**src/rtl/pio_reg_pkg.sv**
```systemverilog
package pio_reg_pkg;
    localparam int CTL_W   = 11;
    localparam int ADDR_W  = 8;
    localparam int DATA_W  = 32;
    localparam int RE_BIT  = 8;
    localparam int WE_BIT  = 9;
    localparam int STB_BIT = 10;
    localparam int NUM_Q   = 3;

    localparam logic [ADDR_W-1:0] ADR_SYSCTL = 8'h01;
    localparam logic [ADDR_W-1:0] ADR_EXPO   = 8'h03;
    localparam logic [ADDR_W-1:0] ADR_MEAS   = 8'h10;
    localparam logic [ADDR_W-1:0] ADR_Q_BASE = 8'h30;
    localparam logic [ADDR_W-1:0] ADR_STATUS = 8'h7F;
    localparam logic [ADDR_W-1:0] ADR_LED    = 8'h81;

    localparam int SYS_RST_BIT   = 15;
    localparam int SYS_SIM_BIT   = 5;
    localparam int SYS_WIDE_BIT  = 4;
    localparam int MEAS_START_BIT = 27;

    typedef struct packed {
        logic              rd;
        logic              wr;
        logic [ADDR_W-1:0] addr;
    } access_t;
endpackage

```
**src/rtl/pio_ctl_sync.sv**
```systemverilog
module pio_ctl_sync
    import pio_reg_pkg::*;
#(
    parameter int STAGES = 2
) (
    input  logic             clk,
    input  logic             rst_n,
    input  logic [CTL_W-1:0] ctl_i,
    output access_t          acc_o,
    output logic             fire_o
);
    localparam int LAST = STAGES - 1;

    logic [CTL_W-1:0] stage_q [STAGES];
    logic [CTL_W-1:0] stage_d [STAGES];
    logic             prev_q, prev_d;

    always_comb begin
        stage_d[0] = ctl_i;
        for (int i = 1; i < STAGES; i++) begin
            stage_d[i] = stage_q[i-1];
        end
        prev_d = stage_q[LAST][STB_BIT];
    end

    always_ff @(posedge clk or negedge rst_n) begin
        if (!rst_n) begin
            for (int i = 0; i < STAGES; i++) begin
                stage_q[i] <= '0;
            end
            prev_q <= 1'b0;
        end else begin
            for (int i = 0; i < STAGES; i++) begin
                stage_q[i] <= stage_d[i];
            end
            prev_q <= prev_d;
        end
    end

    assign fire_o     = stage_q[LAST][STB_BIT] & ~prev_q;
    assign acc_o.rd   = stage_q[LAST][RE_BIT];
    assign acc_o.wr   = stage_q[LAST][WE_BIT];
    assign acc_o.addr = stage_q[LAST][ADDR_W-1:0];

    // One strobe rise gives one access cycle only
    assert_fire_single_R1: assert property (@(posedge clk) disable iff (!rst_n)
        fire_o |=> !fire_o);
endmodule

```
**src/rtl/pio_fifo.sv**
```systemverilog
module pio_fifo #(
    parameter int DEPTH = 4,
    parameter int W     = 32
) (
    input  logic         clk,
    input  logic         rst_n,
    input  logic         push_i,
    input  logic [W-1:0] push_data_i,
    input  logic         pop_i,
    output logic [W-1:0] head_o,
    output logic         empty_o
);
    localparam int PTR_W = (DEPTH > 1) ? $clog2(DEPTH) : 1;
    localparam int CNT_W = $clog2(DEPTH + 1);
    localparam logic [PTR_W-1:0] PTR_LAST = PTR_W'(DEPTH - 1);
    localparam logic [CNT_W-1:0] CNT_FULL = CNT_W'(DEPTH);

    typedef struct packed {
        logic [DEPTH-1:0][W-1:0] mem;
        logic [PTR_W-1:0]        wp;
        logic [PTR_W-1:0]        rp;
        logic [CNT_W-1:0]        cnt;
    } fifo_st_t;

    fifo_st_t st_q, st_d;
    logic     full, do_push, do_pop;

    assign full    = (st_q.cnt == CNT_FULL);
    assign empty_o = (st_q.cnt == '0);
    assign head_o  = st_q.mem[st_q.rp];

    always_comb begin
        st_d    = st_q;
        do_push = push_i && !full;
        do_pop  = pop_i && !empty_o;
        if (do_push) begin
            st_d.mem[st_q.wp] = push_data_i;
            st_d.wp = (st_q.wp == PTR_LAST) ? '0 : st_q.wp + PTR_W'(1);
        end
        if (do_pop) begin
            st_d.rp = (st_q.rp == PTR_LAST) ? '0 : st_q.rp + PTR_W'(1);
        end
        if (do_push && !do_pop) begin
            st_d.cnt = st_q.cnt + CNT_W'(1);
        end else if (do_pop && !do_push) begin
            st_d.cnt = st_q.cnt - CNT_W'(1);
        end
    end

    always_ff @(posedge clk or negedge rst_n) begin
        if (!rst_n) begin
            st_q <= '0;
        end else begin
            st_q <= st_d;
        end
    end

    // A push into a full queue is dropped
    assert_no_overflow_R12: assert property (@(posedge clk) disable iff (!rst_n)
        (full && push_i && !pop_i) |=> (st_q.cnt == $past(st_q.cnt)));

    // The decoder never removes from an empty queue
    assert_no_underflow_R9: assert property (@(posedge clk) disable iff (!rst_n)
        pop_i |-> !empty_o);
endmodule

```
**src/rtl/pio_reg_slave.sv**
```systemverilog
module pio_reg_slave
    import pio_reg_pkg::*;
#(
    parameter int FIFO_DEPTH  = 4,
    parameter int SYNC_STAGES = 2
) (
    input  logic              clk,
    input  logic              rst_n,
    input  logic [CTL_W-1:0]  ctl_word,
    input  logic [DATA_W-1:0] wr_data,
    output logic [DATA_W-1:0] rd_data,
    input  logic [NUM_Q-1:0]  q_push,
    input  logic [DATA_W-1:0] q_push_data,
    output logic              logic_rst_pulse,
    output logic              meas_start_pulse,
    output logic              sim_data_sel,
    output logic              wide_data_sel,
    output logic [DATA_W-1:0] exposure_us,
    output logic [DATA_W-1:0] meas_cfg,
    output logic [1:0]        led_out
);
    typedef struct packed {
        logic [DATA_W-1:0] rd;
        logic [1:0]        sys;
        logic [DATA_W-1:0] expo;
        logic [DATA_W-1:0] meas;
        logic [DATA_W-1:0] led;
        logic              rst_pulse;
    } regs_t;

    regs_t             st_q, st_d;
    access_t           acc;
    logic              fire;
    logic [NUM_Q-1:0]  q_pop;
    logic [NUM_Q-1:0]  q_empty;
    logic [DATA_W-1:0] q_head [NUM_Q];
    logic [DATA_W-1:0] rd_val;

    pio_ctl_sync #(.STAGES(SYNC_STAGES)) u_sync (
        .clk    (clk),
        .rst_n  (rst_n),
        .ctl_i  (ctl_word),
        .acc_o  (acc),
        .fire_o (fire)
    );

    for (genvar g = 0; g < NUM_Q; g++) begin : g_queue
        pio_fifo #(.DEPTH(FIFO_DEPTH), .W(DATA_W)) u_fifo (
            .clk         (clk),
            .rst_n       (rst_n),
            .push_i      (q_push[g]),
            .push_data_i (q_push_data),
            .pop_i       (q_pop[g]),
            .head_o      (q_head[g]),
            .empty_o     (q_empty[g])
        );
    end

    always_comb begin
        st_d                      = st_q;
        st_d.rst_pulse            = 1'b0;
        st_d.meas[MEAS_START_BIT] = 1'b0;
        q_pop                     = '0;
        rd_val                    = '0;
        if (fire && acc.wr) begin
            unique case (acc.addr)
                ADR_SYSCTL: begin
                    st_d.sys       = {wr_data[SYS_SIM_BIT], wr_data[SYS_WIDE_BIT]};
                    st_d.rst_pulse = wr_data[SYS_RST_BIT];
                end
                ADR_EXPO: st_d.expo = wr_data;
                ADR_MEAS: st_d.meas = wr_data;
                ADR_LED:  st_d.led  = wr_data;
                default: ;
            endcase
        end else if (fire && acc.rd) begin
            unique case (acc.addr)
                ADR_SYSCTL: begin
                    rd_val[SYS_SIM_BIT]  = st_q.sys[1];
                    rd_val[SYS_WIDE_BIT] = st_q.sys[0];
                end
                ADR_EXPO: rd_val = st_q.expo;
                ADR_MEAS: rd_val = st_q.meas;
                ADR_LED:  rd_val = st_q.led;
                ADR_STATUS: begin
                    for (int i = 0; i < NUM_Q; i++) begin
                        rd_val[2*i+1] = q_empty[i];
                    end
                end
                default: begin
                    for (int i = 0; i < NUM_Q; i++) begin
                        if (acc.addr == ADR_Q_BASE + ADDR_W'(i) && !q_empty[i]) begin
                            rd_val   = q_head[i];
                            q_pop[i] = 1'b1;
                        end
                    end
                end
            endcase
            st_d.rd = rd_val;
        end
    end

    always_ff @(posedge clk or negedge rst_n) begin
        if (!rst_n) begin
            st_q <= '0;
        end else begin
            st_q <= st_d;
        end
    end

    assign rd_data          = st_q.rd;
    assign logic_rst_pulse  = st_q.rst_pulse;
    assign meas_start_pulse = st_q.meas[MEAS_START_BIT];
    assign sim_data_sel     = st_q.sys[1];
    assign wide_data_sel    = st_q.sys[0];
    assign exposure_us      = st_q.expo;
    assign meas_cfg         = st_q.meas;
    assign led_out          = st_q.led[DATA_W-1 -: 2];

    assert_rst_pulse_single_R5: assert property (@(posedge clk) disable iff (!rst_n)
        logic_rst_pulse |=> !logic_rst_pulse);

    assert_meas_pulse_single_R7: assert property (@(posedge clk) disable iff (!rst_n)
        meas_start_pulse |=> !meas_start_pulse);

    // Read data only moves on a read access
    assert_rd_hold_R3: assert property (@(posedge clk) disable iff (!rst_n)
        !(fire && acc.rd && !acc.wr) |=> $stable(rd_data));

    // Only one queue is removed from per access
    assert_single_pop_R9: assert property (@(posedge clk) disable iff (!rst_n)
        $onehot0(q_pop));
endmodule

```
**config.mk**
```make
export PLATFORM = sky130hd
export DESIGN_NAME = pio_reg_slave
export DESIGN_NICKNAME = d
export VERILOG_FILES = /design/src/rtl/pio_reg_pkg.sv /design/src/rtl/pio_ctl_sync.sv /design/src/rtl/pio_fifo.sv /design/src/rtl/pio_reg_slave.sv
export SDC_FILE = /design/constraint.sdc
export NUM_CORES = 1
export LEC_CHECK = 0
export BUFFER_PORTS_ARGS = -buffer_cell sky130_fd_sc_hd__buf_2
export CORE_AREA = 4 4 236 238
export DETAILED_ROUTE_END_ITERATION = 10
export DIE_AREA = 0 0 240 242
export PLACE_DENSITY = 0.72
export SLEW_MARGIN = 20
export SYNTH_ARGS = -nofsm -noshare
export SYNTH_HDL_FRONTEND = slang
export SYNTH_SLANG_ARGS = --single-unit
export TNS_END_PERCENT = 30
```
**constraint.sdc**
```tcl
create_clock -name clk -period 8.45 [get_ports clk]
set_input_delay 0.845 -clock clk [delete_from_list [all_inputs] [get_ports clk]]
set_output_delay 0.845 -clock clk [all_outputs]
set_load 0.02 [all_outputs]
```
* Yosys cells after proc, flatten, opt, wreduce, memory -nomap -nowiden
Index checks and enable logic that the tools add are counted.
Word-level totals: flip-flop bits (word level) 559, output and inout port bits 102
Operators by class: add/subtract/negate cells 12, $lt $le $gt $ge 9, eq/ne operators 17, multiplexer cells 47, bitwise logic cells 3, reductions and logical operators 45
Operators by type and width (count):
- 128-bit bitwise mux | 3
- 32-bit two-way mux | 10
- 32-bit binary-select mux with 2-bit select | 3
- 32-bit demux with 2-bit select | 3
- 26-bit case mux with 4 select lines | 1
- 61-bit two-way mux | 1
- 28-bit two-way mux | 1
- 3-bit two-way mux | 9
- 8-bit by 6-bit equality test with 1-bit output, second input constant | 3
- 1-bit logical AND | 20
- 1-bit case mux with 5 select lines | 4
- 2-bit by 3-bit < comparator with 1-bit output, second input constant | 6
- 2-bit by 1-bit adder with 2-bit output, second input constant | 6
- 2-bit equality test, second input constant | 6
- 1-bit zero test | 12
- 2-bit two-way mux | 6
- 2-bit AND reduction | 5
- 3-bit by 1-bit adder with 3-bit output, second input constant | 3
- 3-bit equality test, second input constant | 3
- 3-bit zero test | 3
- 3-bit by 1-bit subtractor with 3-bit output, second input constant | 3
- 8-bit by 1-bit equality test with 1-bit output, second input constant | 1
- 8-bit by 2-bit equality test with 1-bit output, second input constant | 1
- 8-bit by 5-bit equality test with 1-bit output, second input constant | 1
- 10 further kinds | 19

* Depth between registers and ports, before layout
Gate-level depths: netlist of the first run.
word-level depth 11, gate-level depth with buffers 11, gate-level depth less buffers 10

* Modules after synthesis
From an unflattened synthesis of the first run, not the netlist that was laid out.
Second synthesis, totals: cells, all modules 1715, area total of the unflattened synthesis 25811.0 sq um
By module, submodules not included:
- pio_fifo at g_queue[1].u_fifo ... | instances 2, cells each 348, area each 5987.0 sq um, sequential area each 3378.2 sq um
- pio_reg_slave | instances 1, cells each 647, area each 7265.7 sq um, sequential area each 3278.1 sq um
- pio_fifo at g_queue[0].u_fifo | instances 1, cells each 348, area each 5982.0 sq um, sequential area each 3378.2 sq um
- pio_ctl_sync | instances 1, cells each 24, area each 589.3 sq um, sequential area each 575.6 sq um

* Worst setup path after synthesis of the first run
Ideal clock, no wire load.
kind register to register, from register u_sync.stage_q, in the netlist u_sync.acc_o[5], to register g_queue[1].u_fifo.st_q[2] (netlist bit), arrival 2.758 ns, required time 8.371 ns, path slack 5.613 ns, cell stages (with the launch flop) 12, buffers on the path 1, period minus slack after synthesis 2.837 ns, cell sequence dfrtp_1 -> or4_1 -> buf_2 -> nor3_1 -> nor4_2 -> nand3_1 -> ha_1 -> inv_1 -> fa_1 -> xor2_1 -> nor2_1 -> xor2_1
Between the ends: word-level cells in the longest chain between the ends 10, elaborated cells on any way between the ends 18, those cells by class eq/ne: 6; mux: 5; reduce/logical: 7
RTL lines:
- start: declaration | line pio_ctl_sync.sv:14 | logic [CTL_W-1:0] stage_q [STAGES];
- start signal: indexed assignment | line pio_ctl_sync.sv:34 | stage_q[i] <= stage_d[i];
- 8-bit by 6-bit equality test with 1-bit output | line pio_reg_slave.sv:92 | if (acc.addr == ADR_Q_BASE + ADDR_W'(i) && !q_empty[i]) begin
- 1-bit logical AND | line pio_reg_slave.sv:92
- 1-bit two-way mux | line pio_reg_slave.sv:92
- 3-bit two-way mux (*) | line pio_reg_slave.sv:77 | unique case (acc.addr)
- 3-bit two-way mux (*) | line pio_reg_slave.sv:76 | end else if (fire && acc.rd) begin
- 3-bit two-way mux (*) | line pio_reg_slave.sv:65 | if (fire && acc.wr) begin
- 1-bit logical AND (*) | line pio_fifo.sv:35 | do_pop = pop_i && !empty_o;
- 1-bit zero test | line pio_fifo.sv:43 | if (do_push && !do_pop) begin
- 1-bit logical AND | line pio_fifo.sv:43
- 3-bit two-way mux / 2-bit nonzero test (equally long branches)
- end signal: assignment | line pio_fifo.sv:54 | st_q <= st_d;
- end: declaration | line pio_fifo.sv:25 | fifo_st_t st_q, st_d;
Every way passes the cells marked *; elsewhere a longest branch is shown, timed or not. A chain may end at the register's enable or synchronous reset.

* Worst setup path in the final report of the first run
Same ends and word-level chain as after synthesis.

==> out/summary.txt, run 1 <==
DRC: 0
share of layout cells above drive strength 1: 0.510
first-pass GRT wire length: 92.7 mm
chip height: 242 um
slowest CP cell: or4_1
CP startpoint kind: register
Static Leakage: 0.0123 uW
cell taking the most area after synthesis: dfrtp_1
Yosys top cell area share: 0.550
setup repair bufs after CTS: 0
Post-Syn Nets: 1,831
row cnt: 85
switching share of power: 0.275
CTS tree: built
Crit Path Category: register to register
via count: 14,500
Comb power frac: 0.268
synth-to-layout area growth: 10.5%
synthesized cell area: 0.0254 mm2
sequential area share after synthesis: 0.550
Int Pwr: 6700 uW
Routability Congestion: 0.777
EDFF count, synth: 0
Worst-Skew Late Latency: 0.60 ns
cts repair resizes: 0
Synth Flop Type: dfrtp_1
I/O Buffers: 181
RSZ-0062 raised after global routing: no
Mapped Cells: 1,730
initial antenna violation count: 17
final core occ: 0.524
Avg WL per Cell: 23.6 um
Layout Skew: 0.0119 ns
Place WS: 5.22 ns
crit share post-route: 0.383
vias in the first global route: 15,500
Root Buffer Master: clkbuf_16
Vias/cell: 5.77
outcome: completed
clock sink total: 559
IO Pins: 182
Critical Path, Cell by Cell: or4_1 -> nor3_1 -> nor4_2 -> nand3_1 -> ha_1 -> inv_1 -> fa_1 -> xor2_1 -> nor2_1 -> xor2_1
Highest Clock Rate: 0.309 GHz
Post-Route Setup TNS: 0 ns
Max-slew headroom: 0.250
clk slew on worst S/H paths: 0.06 ns
CP Max Fanout: 7
clock power share: 0.276
Power Total: 9240 uW
top cells by area, synth: dfrtp_1, mux2_2, mux4_2
MaxCap Viol Count: 0
largest net degree at the start of global routing: 175
Routed Antenna Nets: 0
Die X-Extent: 240 um
synth unique cells: 60
final setup vio count: 0
Post-Route WL: 59.3 mm
worst reg-to-reg setup slack: 5.22 ns
H-tree levels: 2
Fillers: 4,336
Seq pwr share: 0.456
hold crit path type: primary input to async pin
WP data required: 8.97 ns
critical path capture point type: register
fin crit period: 3.23 ns
Setup WS post-layout: 5.22 ns
CP peak stage delay: 0.75 ns
worst-case vdd ir drop: 0.152 mV
max-slew violations: 0
syn_area_per_cell: 14.7 um2
Pre-antenna DRT Iters: 4
Clock Path Buffers: 3
Post-synth ARST share: 1.00
YS warnings: 0
Least-Margin Pin Slew: 1.12 ns
Net Sw Power: 2550 uW
R2R depth: 10
total CTS buffers: 55
Hold Slack: 0.307 ns
DP HPWL: 36.8 mm
PwrDens: 329 mW/mm2
die area: 0.0581 mm2
Seq cells post-synth: 559
Core ar.: 0.0536 mm2
initial core utilization: 0.475
Worst R2R Start: u_sync.acc_o[5]$_DFF_PN0_
CP arrival: 3.76 ns
FF-to-FF End: g_queue[1].u_fifo.st_q[2]$_DFFE_PN0P_
Initial DRC Count: 838
global routing usage summed across all routing layers: 0.204
fin nets: 1,865
global route total overflow: 0
Hold Vio Cnt, Final: 0
most used cell, CP: xor2_1
CTS Hold Bufs: 0
[critical path: cells and delay by family, from the launching register on]
kind	cells	cell delay (ns)
AND/OR/NAND/NOR	5	1.72
buffers and inverters	1	0.07
adder cells (fa/ha/maj)	2	0.64
flip-flops	1	0.41
XOR/XNOR	2	0.32
[synthesized netlist by cell type, drive strengths merged (3+ instances only)]
cell / count
mux2: 490
a21boi: 3
a31o: 26
dfrtp: 559
a21o: 4
clkbuf: 71
nor2: 46
o21ai: 38
a22oi: 28
o22ai: 30
xor2: 6
xnor2: 3
a222oi: 4
or4: 3
buf: 163
and2: 3
nand3: 3
a22o: 32
inv: 11
ha: 18
fa: 3
mux4: 96
nor3: 8
nand2: 54
nor4: 4
[layout make-up]
type,instances,area [um2],share of cell area
antenna,8,20.0,0.000712
clock buffer,82,1630,0.0580
clock inverter,16,255,0.00908
inverter,11,41.3,0.00147
multi-input combinational,926,10100,0.361
sequential,559,14000,0.498
tap,696,871,0.0310
timing repair buffer,211,1160,0.0412
[power groups by stage]
stage | Clock, uW | Sequential, uW | Combinational, uW
final | 2550 | 4210 | 2480
after global placement | 0 | 4170 | 2390
after floorplan | 0 | 4070 | 1980
after global routing | 2710 | 4330 | 2680
after detailed placement | 0 | 4250 | 2490
after CTS | 2600 | 4210 | 2500
[worst max path at each step]
| stage | start | end | slack (ns) | cells past startpoint |
|---|---|---|---|---|
| after floorplan | u_sync.acc_o[5]$_DFF_PN0_ | g_queue[1].u_fifo.st_q[2]$_DFFE_PN0P_ | 5.61 | 11 |
| after global placement | u_sync.acc_o[5]$_DFF_PN0_ | g_queue[1].u_fifo.st_q[2]$_DFFE_PN0P_ | 5.31 | 10 |
| after detailed placement | u_sync.acc_o[5]$_DFF_PN0_ | g_queue[1].u_fifo.st_q[2]$_DFFE_PN0P_ | 5.22 | 10 |
| after CTS | u_sync.acc_o[5]$_DFF_PN0_ | g_queue[1].u_fifo.st_q[2]$_DFFE_PN0P_ | 5.20 | 10 |
| after global routing | u_sync.acc_o[5]$_DFF_PN0_ | g_queue[1].u_fifo.st_q[2]$_DFFE_PN0P_ | 4.95 | 10 |
| final | u_sync.acc_o[5]$_DFF_PN0_ | g_queue[1].u_fifo.st_q[2]$_DFFE_PN0P_ | 5.22 | 10 |
[cells by family after synthesis]
family          Yosys count  synth area share
compound gates          172            0.0488
xor+xnor                  9           0.00310
fa+ha+maj                21            0.0112
buf+inv                 245            0.0535
flops                   559             0.550
mux                     587             0.307
simple gates            137            0.0266
[routing by layer]
layer	GRT usage	vias up	wire length (um)
met5	0	-	112
met4	0.0501	18	1070
met3	0.0507	97	4050
met2	0.327	384	28200
met1	0.283	7669	25800
li1	-	6307	-
[per-stage QoR]
stage          area, um2  std cells
6_report           28100       2509
3_3_place_gp       26200       2403
3_5_place_dp       26200       2403
4_1_cts            28100       2501
5_1_grt            28100       2503
2_1_floorplan      25400       1730
[layout by cell type, fill, tap and decap left out, drive strengths merged, types with 2 or more instances in the layout]
cell type	synthesis	layout
a31o	26	26
xor2	6	6
mux2	490	490
o21ai	38	38
nor2b	2	2
a222oi	4	4
and3b	2	2
diode	0	8
a22oi	28	28
nor3	8	8
mux4	96	96
a21o	4	4
ha	18	18
nand2	54	54
bufinv	0	7
xnor2	3	3
nor3b	2	2
nand3	3	3
inv	11	11
buf	163	211
a22o	32	32
clkinv	0	9
a21oi	2	2
o22ai	30	30
clkbuf	71	82
dfrtp	559	559
nor4	4	4
and3	2	2
or4	3	3
and2	3	3
nor2	46	46
a21boi	3	3
fa	3	3
[registers in the layout, indices dropped and copies added, names as in the netlist]
signal	flops
g_queue.u_fifo.st_q	405
exposure_us	32
meas_cfg	32
rd_data	32
st_q	30
u_sync.stage_d	11
u_sync.acc_o	10
led_out	2
logic_rst_pulse	1
sim_data_sel	1
u_sync.prev_d	1
u_sync.prev_q	1
wide_data_sel	1
No activity file was read; power rests on OpenSTA's default activity.
==> run 2, diff against run 1 <==
- PLACE_DENSITY: 0.72 -> 0.75
- clock period: 8.45 -> 2.9 ns (I/O delays scaled with it)
==> run 2 against run 1 <==
Effect of this change: clock power increased to 3.0 times the previous value; count of clock-buffer cells in the layout decreased by 4; design area increased by 3.7%; via count is 4.3% higher; fmax is 15% higher; highest routed layer unchanged; wire length increased by 4.7%.
==> out/summary.txt, run 2 (synthesis gave the netlist of run 1 again) <==
share of layout cells above drive strength 1: 0.513
Least-Margin Pin Slew: 0.848 ns
Reg with most FFs: g_queue.u_fifo.st_q
FF-to-FF End: g_queue[0].u_fifo.st_q[1]$_DFFE_PN0P_
Static Leakage: 0.0128 uW
CP arrival: 3.28 ns
Worst-Skew Late Latency: 0.59 ns
crit path launch: u_sync.acc_o[7]$_DFF_PN0_
R2R depth: 9
crit share post-route: 0.970
Setup crit end: g_queue[0].u_fifo.st_q[1]$_DFFE_PN0P_
global routing usage summed across all routing layers: 0.212
Highest Clock Rate: 0.356 GHz
vias in the first global route: 16,200
CP Max Fanout: 7
Hold Vio Cnt, Final: 0
Vias/cell: 5.84
DP HPWL: 38.2 mm
Power Total: 27,400 uW
Core ar.: 0.0536 mm2
Setup WS post-layout: 0.0876 ns
H-tree levels: 2
most common cell after layout, fill and taps aside: dfrtp_1
Fillers: 4,155
WP data required: 3.37 ns
CP startpoint kind: register
global route total overflow: 0
PwrDens: 941 mW/mm2
initial core utilization: 0.475
register area: 0.0140 mm2
CP peak stage delay: 0.42 ns
Clock Path Buffers: 3
Routed Antenna Nets: 0
max-slew violations: 0
hold crit path type: primary input to register
critical path capture point type: register
total CTS buffers: 55
Initial DRC Count: 854
Layout Skew: 0.0229 ns
Post-Route Setup TNS: 0 ns
DRC: 0
RSZ-0062 raised after global routing: yes
Pre-antenna DRT Iters: 5
synth-to-layout area growth: 14.6%
row cnt: 85
Routability Congestion: 0.878
IO Pins: 182
Worst R2R Start: u_sync.acc_o[7]$_DFF_PN0_
I/O Buffers: 181
final setup vio count: 0
clock sink total: 559
Max-slew headroom: 0.435
initial antenna violation count: 15
commonest non-fill, non-tap cells in the layout: dfrtp_1, mux2_2, buf_2, mux4_2, clkbuf_16
clk slew on worst S/H paths: 0.06 ns
die area: 0.0581 mm2
area of the multi-input gates: 0.0102 mm2
first-pass GRT wire length: 96.3 mm
outcome: completed
Place WS: 0.00163 ns
Critical Path, Cell by Cell: buf_4 -> and3b_2 -> and4_1 -> nor4_2 -> nand3_1 -> ha_1 -> inv_1 -> fa_1 -> mux2_2
fin crit period: 2.81 ns
via count: 15,100
slowest CP cell: fa_1
largest net degree at the start of global routing: 92
worst-case vdd ir drop: 0.456 mV
Post-Route WL: 62.1 mm
chip height: 242 um
Crit Path Category: register to register
CTS tree: built
setup repair bufs after CTS: 0
Die X-Extent: 240 um
Avg WL per Cell: 24.0 um
MaxCap Viol Count: 0
worst reg-to-reg setup slack: 0.09 ns
fin nets: 1,939
Root Buffer Master: clkbuf_16
Largest register FFs: 405
-- run 2: per-layer routing --
layer,track usage,wire length [um],vias to the layer above
met5,0,127,-
met3,0.0574,4290,139
li1,-,-,6490
met2,0.348,30200,449
met4,0.0601,1610,18
met1,0.280,25800,8000
-- run 2: layout make-up --
| class | count | area share |
|---|---|---|
| inverter | 11 | 0.00142 |
| clock inverter | 25 | 0.0124 |
| sequential | 559 | 0.480 |
| tap | 696 | 0.0299 |
| antenna | 5 | 0.000429 |
| clock buffer | 78 | 0.0565 |
| timing repair buffer | 285 | 0.0705 |
| multi-input combinational | 926 | 0.349 |
-- run 2: worst max-delay path: cells and delay by family (launching register included) --
| kind | cells | cell delay [ns] |
|---|---|---|
| and+or+nand+nor | 4 | 1.13 |
| adders and majority gates | 2 | 0.70 |
| DFF | 1 | 0.34 |
| muxes | 1 | 0.27 |
| buffers and inverters | 2 | 0.25 |
-- run 2: where the power goes --
part / switching, uW / internal (uW) / total [uW]
Sequential: 1500 / 10800 / 12300
Combinational: 3030 / 4340 / 7370
Clock: 2990 / 4750 / 7740
-- run 2: per-stage QoR --
step	hold slack (ns)	cell area, um2	std cells	utilization
global placement	0.337	26700	2434	0.497
floorplan	-0.00559	25400	1730	-
finish	0.0480	29100	2585	0.544
global route	0.0310	29100	2580	0.543
detailed placement	0.340	26700	2434	0.497
CTS	0.0228	29100	2580	0.543
-- run 2: how the worst min path moves through the flow --
stage                                      start                    endpoint  slack, ns  cells after the start
finish                               wr_data[15]   logic_rst_pulse$_DFF_PN0_       0.05                      2
global placement     u_sync.stage_d[8]$_DFF_PN0_   u_sync.acc_o[9]$_DFF_PN0_       0.34                      0
floorplan                                  rst_n  exposure_us[0]$_DFFE_PN0P_     -0.006                      0
global route                         wr_data[15]   logic_rst_pulse$_DFF_PN0_       0.03                      2
detailed placement  u_sync.stage_d[10]$_DFF_PN0_     u_sync.prev_d$_DFF_PN0_       0.34                      0
CTS                                  wr_data[15]   logic_rst_pulse$_DFF_PN0_       0.02                      2
-- run 2: timing repair --
action | CTS | global route
hold endpoints to repair | 182 | 0
setup endpoints to repair | 1 | 3
hold buffers | 43 | 0
resized for setup | 2 | 3
gates cloned | 0 | 0
pin swaps | 0 | 1
